File: config.mk
export PLATFORM = sky130hd
export DESIGN_NAME = usr_shift_reg
export DESIGN_NICKNAME = d
export VERILOG_FILES = /design/src/rtl/usr_pkg.sv /design/src/rtl/usr_mode_decode.sv /design/src/rtl/usr_bit_cell.sv /design/src/rtl/usr_bus_drive.sv /design/src/rtl/usr_shift_reg.sv
export SDC_FILE = /design/constraint.sdc
export NUM_CORES = 1
export LEC_CHECK = 0
export BUFFER_PORTS_ARGS = -buffer_cell sky130_fd_sc_hd__buf_4
export CAP_MARGIN = 20
export CORE_AREA = 3 3 40 42
export CTS_BUF_LIST = sky130_fd_sc_hd__clkbuf_8
export DETAILED_ROUTE_END_ITERATION = 10
export DIE_AREA = 0 0 43 45
export GPL_TIMING_DRIVEN = 0
export PLACE_DENSITY = 0.76
export SYNTH_ARGS = -nofsm -noshare
export SYNTH_HDL_FRONTEND = slang
export SYNTH_SLANG_ARGS = --single-unit
export TNS_END_PERCENT = 30
File: constraint.sdc
create_clock -name clk -period 2.1 [get_ports clk]
set_input_delay 0.42 -clock clk [delete_from_list [all_inputs] [get_ports clk]]
set_output_delay 0.42 -clock clk [all_outputs]
set_load 0.005 [all_outputs]
File: src/rtl/usr_pkg.sv
`timescale 1ns/1ps
package usr_pkg;
  typedef enum logic [1:0] {
    MODE_HOLD = 2'b00,
    MODE_SHR  = 2'b01,
    MODE_SHL  = 2'b10,
    MODE_LOAD = 2'b11
  } usr_mode_e;

  typedef struct packed {
    logic hold;
    logic shr;
    logic shl;
    logic load;
  } usr_ctl_t;
endpackage

File: src/rtl/usr_mode_decode.sv
`timescale 1ns/1ps
module usr_mode_decode
  import usr_pkg::*;
(
  input  logic [1:0] mode_sel,
  output usr_ctl_t   ctl
);
  always_comb begin
    ctl = '0;
    unique case (usr_mode_e'(mode_sel))
      MODE_HOLD: ctl.hold = 1'b1;
      MODE_SHR:  ctl.shr  = 1'b1;
      MODE_SHL:  ctl.shl  = 1'b1;
      MODE_LOAD: ctl.load = 1'b1;
      default:   ctl.hold = 1'b1;
    endcase
  end
endmodule

File: src/rtl/usr_bit_cell.sv
`timescale 1ns/1ps
module usr_bit_cell
  import usr_pkg::*;
(
  input  logic     clk,
  input  logic     rst_n,
  input  usr_ctl_t ctl,
  input  logic     from_lower,
  input  logic     from_upper,
  input  logic     pin_d,
  output logic     q
);
  // One storage bit with its next-state select.
  always_ff @(posedge clk or negedge rst_n) begin
    if (!rst_n)        q <= 1'b0;
    else if (ctl.load) q <= pin_d;
    else if (ctl.shr)  q <= from_lower;
    else if (ctl.shl)  q <= from_upper;
  end
endmodule

File: src/rtl/usr_bus_drive.sv
`timescale 1ns/1ps
module usr_bus_drive
  import usr_pkg::*;
#(
  parameter int W = 8
) (
  input  logic         oe_a_n,
  input  logic         oe_b_n,
  input  usr_ctl_t     ctl,
  input  logic [W-1:0] q,
  output logic [W-1:0] bus_out,
  output logic [W-1:0] bus_oe
);
  logic drive;
  // Released whenever an enable is high or load mode needs the bus.
  assign drive   = ~oe_a_n & ~oe_b_n & ~ctl.load;
  assign bus_oe  = {W{drive}};
  assign bus_out = q;
endmodule

File: src/rtl/usr_shift_reg.sv
`timescale 1ns/1ps
module usr_shift_reg
  import usr_pkg::*;
#(
  parameter int W = 8
) (
  input  logic         clk,
  input  logic         rst_n,
  input  logic [1:0]   mode_sel,
  input  logic         oe_a_n,
  input  logic         oe_b_n,
  input  logic         ser_in_r,
  input  logic         ser_in_l,
  input  logic [W-1:0] bus_in,
  output logic [W-1:0] bus_out,
  output logic [W-1:0] bus_oe,
  output logic         tap_lo,
  output logic         tap_hi
);
  localparam int MSB = W - 1;

  usr_ctl_t     ctl;
  logic [W-1:0] q;
  logic [W-1:0] lower_v;
  logic [W-1:0] upper_v;

  usr_mode_decode u_dec (
    .mode_sel (mode_sel),
    .ctl      (ctl)
  );

  for (genvar i = 0; i < W; i++) begin : g_bit
    if (i == 0) begin : g_lo_end
      assign lower_v[i] = ser_in_r;
    end else begin : g_lo_mid
      assign lower_v[i] = q[i-1];
    end
    if (i == MSB) begin : g_hi_end
      assign upper_v[i] = ser_in_l;
    end else begin : g_hi_mid
      assign upper_v[i] = q[i+1];
    end
    usr_bit_cell u_cell (
      .clk        (clk),
      .rst_n      (rst_n),
      .ctl        (ctl),
      .from_lower (lower_v[i]),
      .from_upper (upper_v[i]),
      .pin_d      (bus_in[i]),
      .q          (q[i])
    );
  end

  usr_bus_drive #(.W(W)) u_drv (
    .oe_a_n  (oe_a_n),
    .oe_b_n  (oe_b_n),
    .ctl     (ctl),
    .q       (q),
    .bus_out (bus_out),
    .bus_oe  (bus_oe)
  );

  assign tap_lo = q[0];
  assign tap_hi = q[MSB];
endmodule

==> After elaboration in Yosys (flattened, before gate mapping) <==
Index checks and enable logic that the tools add are counted.
{ "word_totals": {"ff_bits": 8, "latch_bits": 0, "ram_bits": 0, "romBits": 0, "inputBits": 16, "out_inout_bits": 18, "word_cells": 44, "mem_count": 0} }
{ "classes": {"add_sub_neg": 0, "multipliers": 0, "n_div": 0, "magnitude_cmp": 0, "eq_ne": 3, "shifts": 0, "muxes": 27, "bitwise": 5, "n_reduce_logical": 1} }
{ "op_table": {"columns": ["op", "count"], "rows": [
  ["$mux W1", 27],
  ["$eq A2 B2 Y1 const B", 2],
  ["$not A1 Y1", 3],
  ["$reduce_bool A3 Y1", 1],
  ["$and A1 B1 Y1", 2],
  ["$eq A2 B1 Y1 const B", 1]
]} }

==> Depth between registers and ports, before layout <==
{ "logic_depth": {"depth_word": 5, "depth_mapped": 3, "depth_no_buf": 1} }

==> Hierarchy <==
A second synthesis with hierarchy kept.
{ "hier_totals": {"hier_cells": 61, "hier_area_um2": 596.8} }
{ "modules_own_cells": {"columns": ["mod", "n_inst", "cells_per_inst", "area_each_um2", "seq_area_each_um2"], "rows": [
  ["usr_bit_cell", 8, 5, 55.1, 25.0],
  ["usr_bus_drive", 1, 17, 130.1, 0.0],
  ["usr_mode_decode", 1, 4, 26.3, 0.0]
]} }

==> Least setup slack after synthesis <==
OpenSTA, ideal clock, no wires.
{ "synth_path": {"kind": "input port to output port", "from": "input mode_sel[1]", "to": "output bus_oe[0]", "arrival_ps": 1357, "required_ps": 1680, "slack_ps": 323, "cell_stages": 3, "n_path_buf": 2, "path_cell_list": "buf_6 > a211oi_1 > buf_4"} }
{ "synth_between": {"elab_chain_len": 4} }
{ "synth_lines": {"columns": ["item", "line", "text"], "rows": [
  ["from (decl)", "usr_shift_reg.sv:9", "input logic [1:0] mode_sel,"],
  ["$eq A2 B2 Y1", "usr_mode_decode.sv:10", "unique case (usr_mode_e'(mode_sel))"],
  ["$mux W1", "usr_mode_decode.sv:10", null],
  ["$not A1 Y1", "usr_bus_drive.sv:16", "assign drive = ~oe_a_n & ~oe_b_n & ~ctl.load;"],
  ["$and A1 B1 Y1", "usr_bus_drive.sv:16", null],
  ["to (decl)", "usr_shift_reg.sv:16", "output logic [W-1:0] bus_oe,"]
]} }
Every way passes these cells.

==> Worst setup path after layout <==
{ "layout_path": {"from": "input mode_sel[1]", "to": "output bus_oe[1]"} }
The elaborated chain is that of the path after synthesis.

==> insert_results.sql <==
INSERT INTO impl_metrics (metric_group, metric, value, unit) VALUES
('floorplan', 'core-area', '0.00128', 'sq mm'),
('cts', 'clock_latency', '220', 'ps'),
('cts', 'worst_setup_hold_path_clk_slew', '40', 'ps'),
('route', 'ant_nets', '0', ''),
('power_and_ir_drop', 'leakagePower', '0.413', 'nW'),
('finish', 'fillCellCount', '104', ''),
('power_and_ir_drop', 'power.net_switching', '0.146', 'mW'),
('global_routing', 'groute.usage.overall', '13.0', '%'),
('critical_path', 'timing.setup.critical_path_class', 'in2out', ''),
('placement', 'gpl.final_weighted_congestion', '0.692', ''),
('power_and_ir_drop', 'switching_share_of_power', '23.1', '%'),
('floorplan', 'floorplan.initialDensity', '41.3', '%'),
('synth', 'number_of_unique_standard_cell_types_used_by_synthesis', '5', ''),
('power_and_ir_drop', 'vdd_drop_max', '0.407', 'mV'),
('global_routing', 'grt_pass1_wl', '1760', 'um'),
('synth', 'ys_warn_count', '0', ''),
('timing', 'timing.clock.skew', '2.22', 'ps'),
('cts', 'number_of_setup_buffers_added_after_cts', '0', ''),
('global_routing', 'grt_overflow_total', '0', ''),
('timing', 'fmax', '582', 'MHz'),
('synth', 'post_synth_mux_area_share', '34.0', '%'),
('power_and_ir_drop', 'internal_power', '0.487', 'mW'),
('finish', 'max_flop_register', 'g_bit.u_cell.q', ''),
('cts', 'ctsLongestPathBuffers', '2', ''),
('finish', 'area.growth.synth_to_final', '56.1', '%'),
('route', 'drc_errors', '0', ''),
('route', 'wl', '1090', 'um'),
('synth', 'synth_compound_area_share', '1.42', '%'),
('finish', 'area_of_all_placed_cells_without_fillers', '828', 'sq um'),
('synth', 'synth_seq_cells', '8', ''),
('timing', 'hold_viol_final', '0', ''),
('finish', 'count_of_inserted_antenna_diode_cells', '0', ''),
('floorplan', 'die-height', '45', 'um'),
('placement', 'dp_hpwl', '893', 'um'),
('power_and_ir_drop', 'power.total', '0.633', 'mW'),
('timing', 'setup_viol', '0', ''),
('finish', 'final_layout_size_suffix_gt1_share', '88.4', '%'),
('route', 'vias', '389', ''),
('finish', 'reg_top3', 'g_bit.u_cell.q x8', ''),
('cts', 'cts_buffers', '3', ''),
('cts', 'post_cts_resized', '0', ''),
('floorplan', 'die_area', '0.00194', 'sq mm'),
('global_routing', 'antenna_found_initial', '0', ''),
('finish', 'largest_register_ff_count', '8', ''),
('route', 'first_pass_iters', '3', ''),
('synth', 'yosys.area_share.xor_xnor', '0', '%'),
('power_and_ir_drop', 'power_frac_clock', '28.6', '%'),
('synth', 'dominant_combinational_cell_family_by_area_after_synthesis', 'multiplexers', ''),
('synth', 'synth.yosys.seq_area_share', '37.7', '%'),
('route', 'routed_wire_length_per_instance', '13.0', 'um'),
('timing', 'timing.setup.tns', '0', 'ps'),
('critical_path', 'crit_arrival', '1300', 'ps'),
('floorplan', 'std_cell_rows', '13', ''),
('finish', 'layout_common_cells', 'sky130_fd_sc_hd__buf_4, sky130_fd_sc_hd__mux4_2, sky130_fd_sc_hd__dfrtp_1', ''),
('power_and_ir_drop', 'power_per_cell_area', '764', 'mW/mm^2'),
('job', 'max_cap_viol_count', '0', ''),
('global_routing', 'first_global_vias', '387', ''),
('floorplan', 'die_w', '43', 'um'),
('finish', 'final_nets', '87', ''),
('timing', 'rsz_0062_raised_after_global_routing', 'no', ''),
('power_and_ir_drop', 'power_frac_seq', '35.1', '%'),
('route', 'drt_first_iter_violations', '2', ''),
('status', 'run_status', 'finished, final reports clean', ''),
('global_routing', 'pin_count_of_the_biggest_net_entering_global_routing', '10', ''),
('critical_path', 'worstPathRequired', '1680', 'ps'),
('timing', 'timing_max_transition_violations_final', '0', ''),
('synth', 'gate_count_after_technology_mapping', '35', ''),
('placement', 'dpl_cell_area', '782', 'sq um'),
('cts', 'cts.sinks', '8', ''),
('cts', 'cts.hold.buffers_added', '0', ''),
('route', 'detail_route.vias_per_cell', '4.63', '');
## metal layers
| layer | global-route usage [%] | part of all wire (%) |
|---|---|---|
| met5 | 0 | 0 |
| met4 | 3.61 | 0 |
| met3 | 6.37 | 10 |
| met1 | 17.1 | 37 |
| met2 | 19.2 | 52 |
## kinds of logic after synthesis
| family | after synthesis |
|---|---|
| buffers and inverters | 18 |
| multiplexers | 8 |
| flip-flops | 8 |
| AO/OA/AOI/OAI | 1 |
## area by class of cell
class / count / area [sq um] / area share [%]
Buffer: 18 / 143 / 17.2
Sequential cell: 8 / 200 / 24.2
Tap cell: 15 / 18.8 / 2.27
Clock buffer: 3 / 41.3 / 4.98
Timing Repair Buffer: 31 / 233 / 28.1
Multi-Input combinational cell: 9 / 193 / 23.3
## per-stage QoR
step / worst slack (ps) / cells / hold WS, ps / utilization (%)
after global routing: 281 / 84 / 0.655 / 64.5
after floorplan: 323 / 35 / 124 / -
after detailed placement: 80.1 / 81 / 244 / 60.9
after CTS: 71.3 / 84 / 3.01 / 64.1
final: 382 / 84 / 3.22 / 64.5
after global placement: 132 / 81 / 240 / 60.9
## worst paths after layout
kind	slack, ps	endpoint	cells after the start	from
setup / recovery	380	bus_oe[1]	4	mode_sel[1]
hold / removal	3	g_bit[7].u_cell.q	1	rst_n
setup reg to reg	1110	g_bit[6].u_cell.q	1	g_bit[5].u_cell.q
hold reg to reg	640	g_bit[1].u_cell.q	1	g_bit[2].u_cell.q
max in group asynchronous	1970	g_bit[1].u_cell.q	1	rst_n
min in group clk	510	g_bit[7].u_cell.q	2	bus_in[7]
## synth_stat cells (all sizes together)
cell     n  area [sq um]
buf     18           143
dfrtp    8           200
mux4     8           180
a211oi   1          7.51
## critical path: stages
cell	delay (ps)
sky130_fd_sc_hd__buf_6	130
sky130_fd_sc_hd__a211oi_2	460
sky130_fd_sc_hd__buf_4	190
sky130_fd_sc_hd__buf_4	100
## power groups by stage
| stage | Combinational (mW) | Clock [mW] | Sequential [mW] |
|---|---|---|---|
| finish | 0.229 | 0.181 | 0.222 |
| global route | 0.249 | 0.198 | 0.231 |
| CTS | 0.232 | 0.188 | 0.223 |
| detailed placement | 0.233 | 0 | 0.224 |
| global placement | 0.228 | 0 | 0.224 |
| floorplan | 0.133 | 0 | 0.214 |
Note: power is estimated with default switching activity, not from simulation.
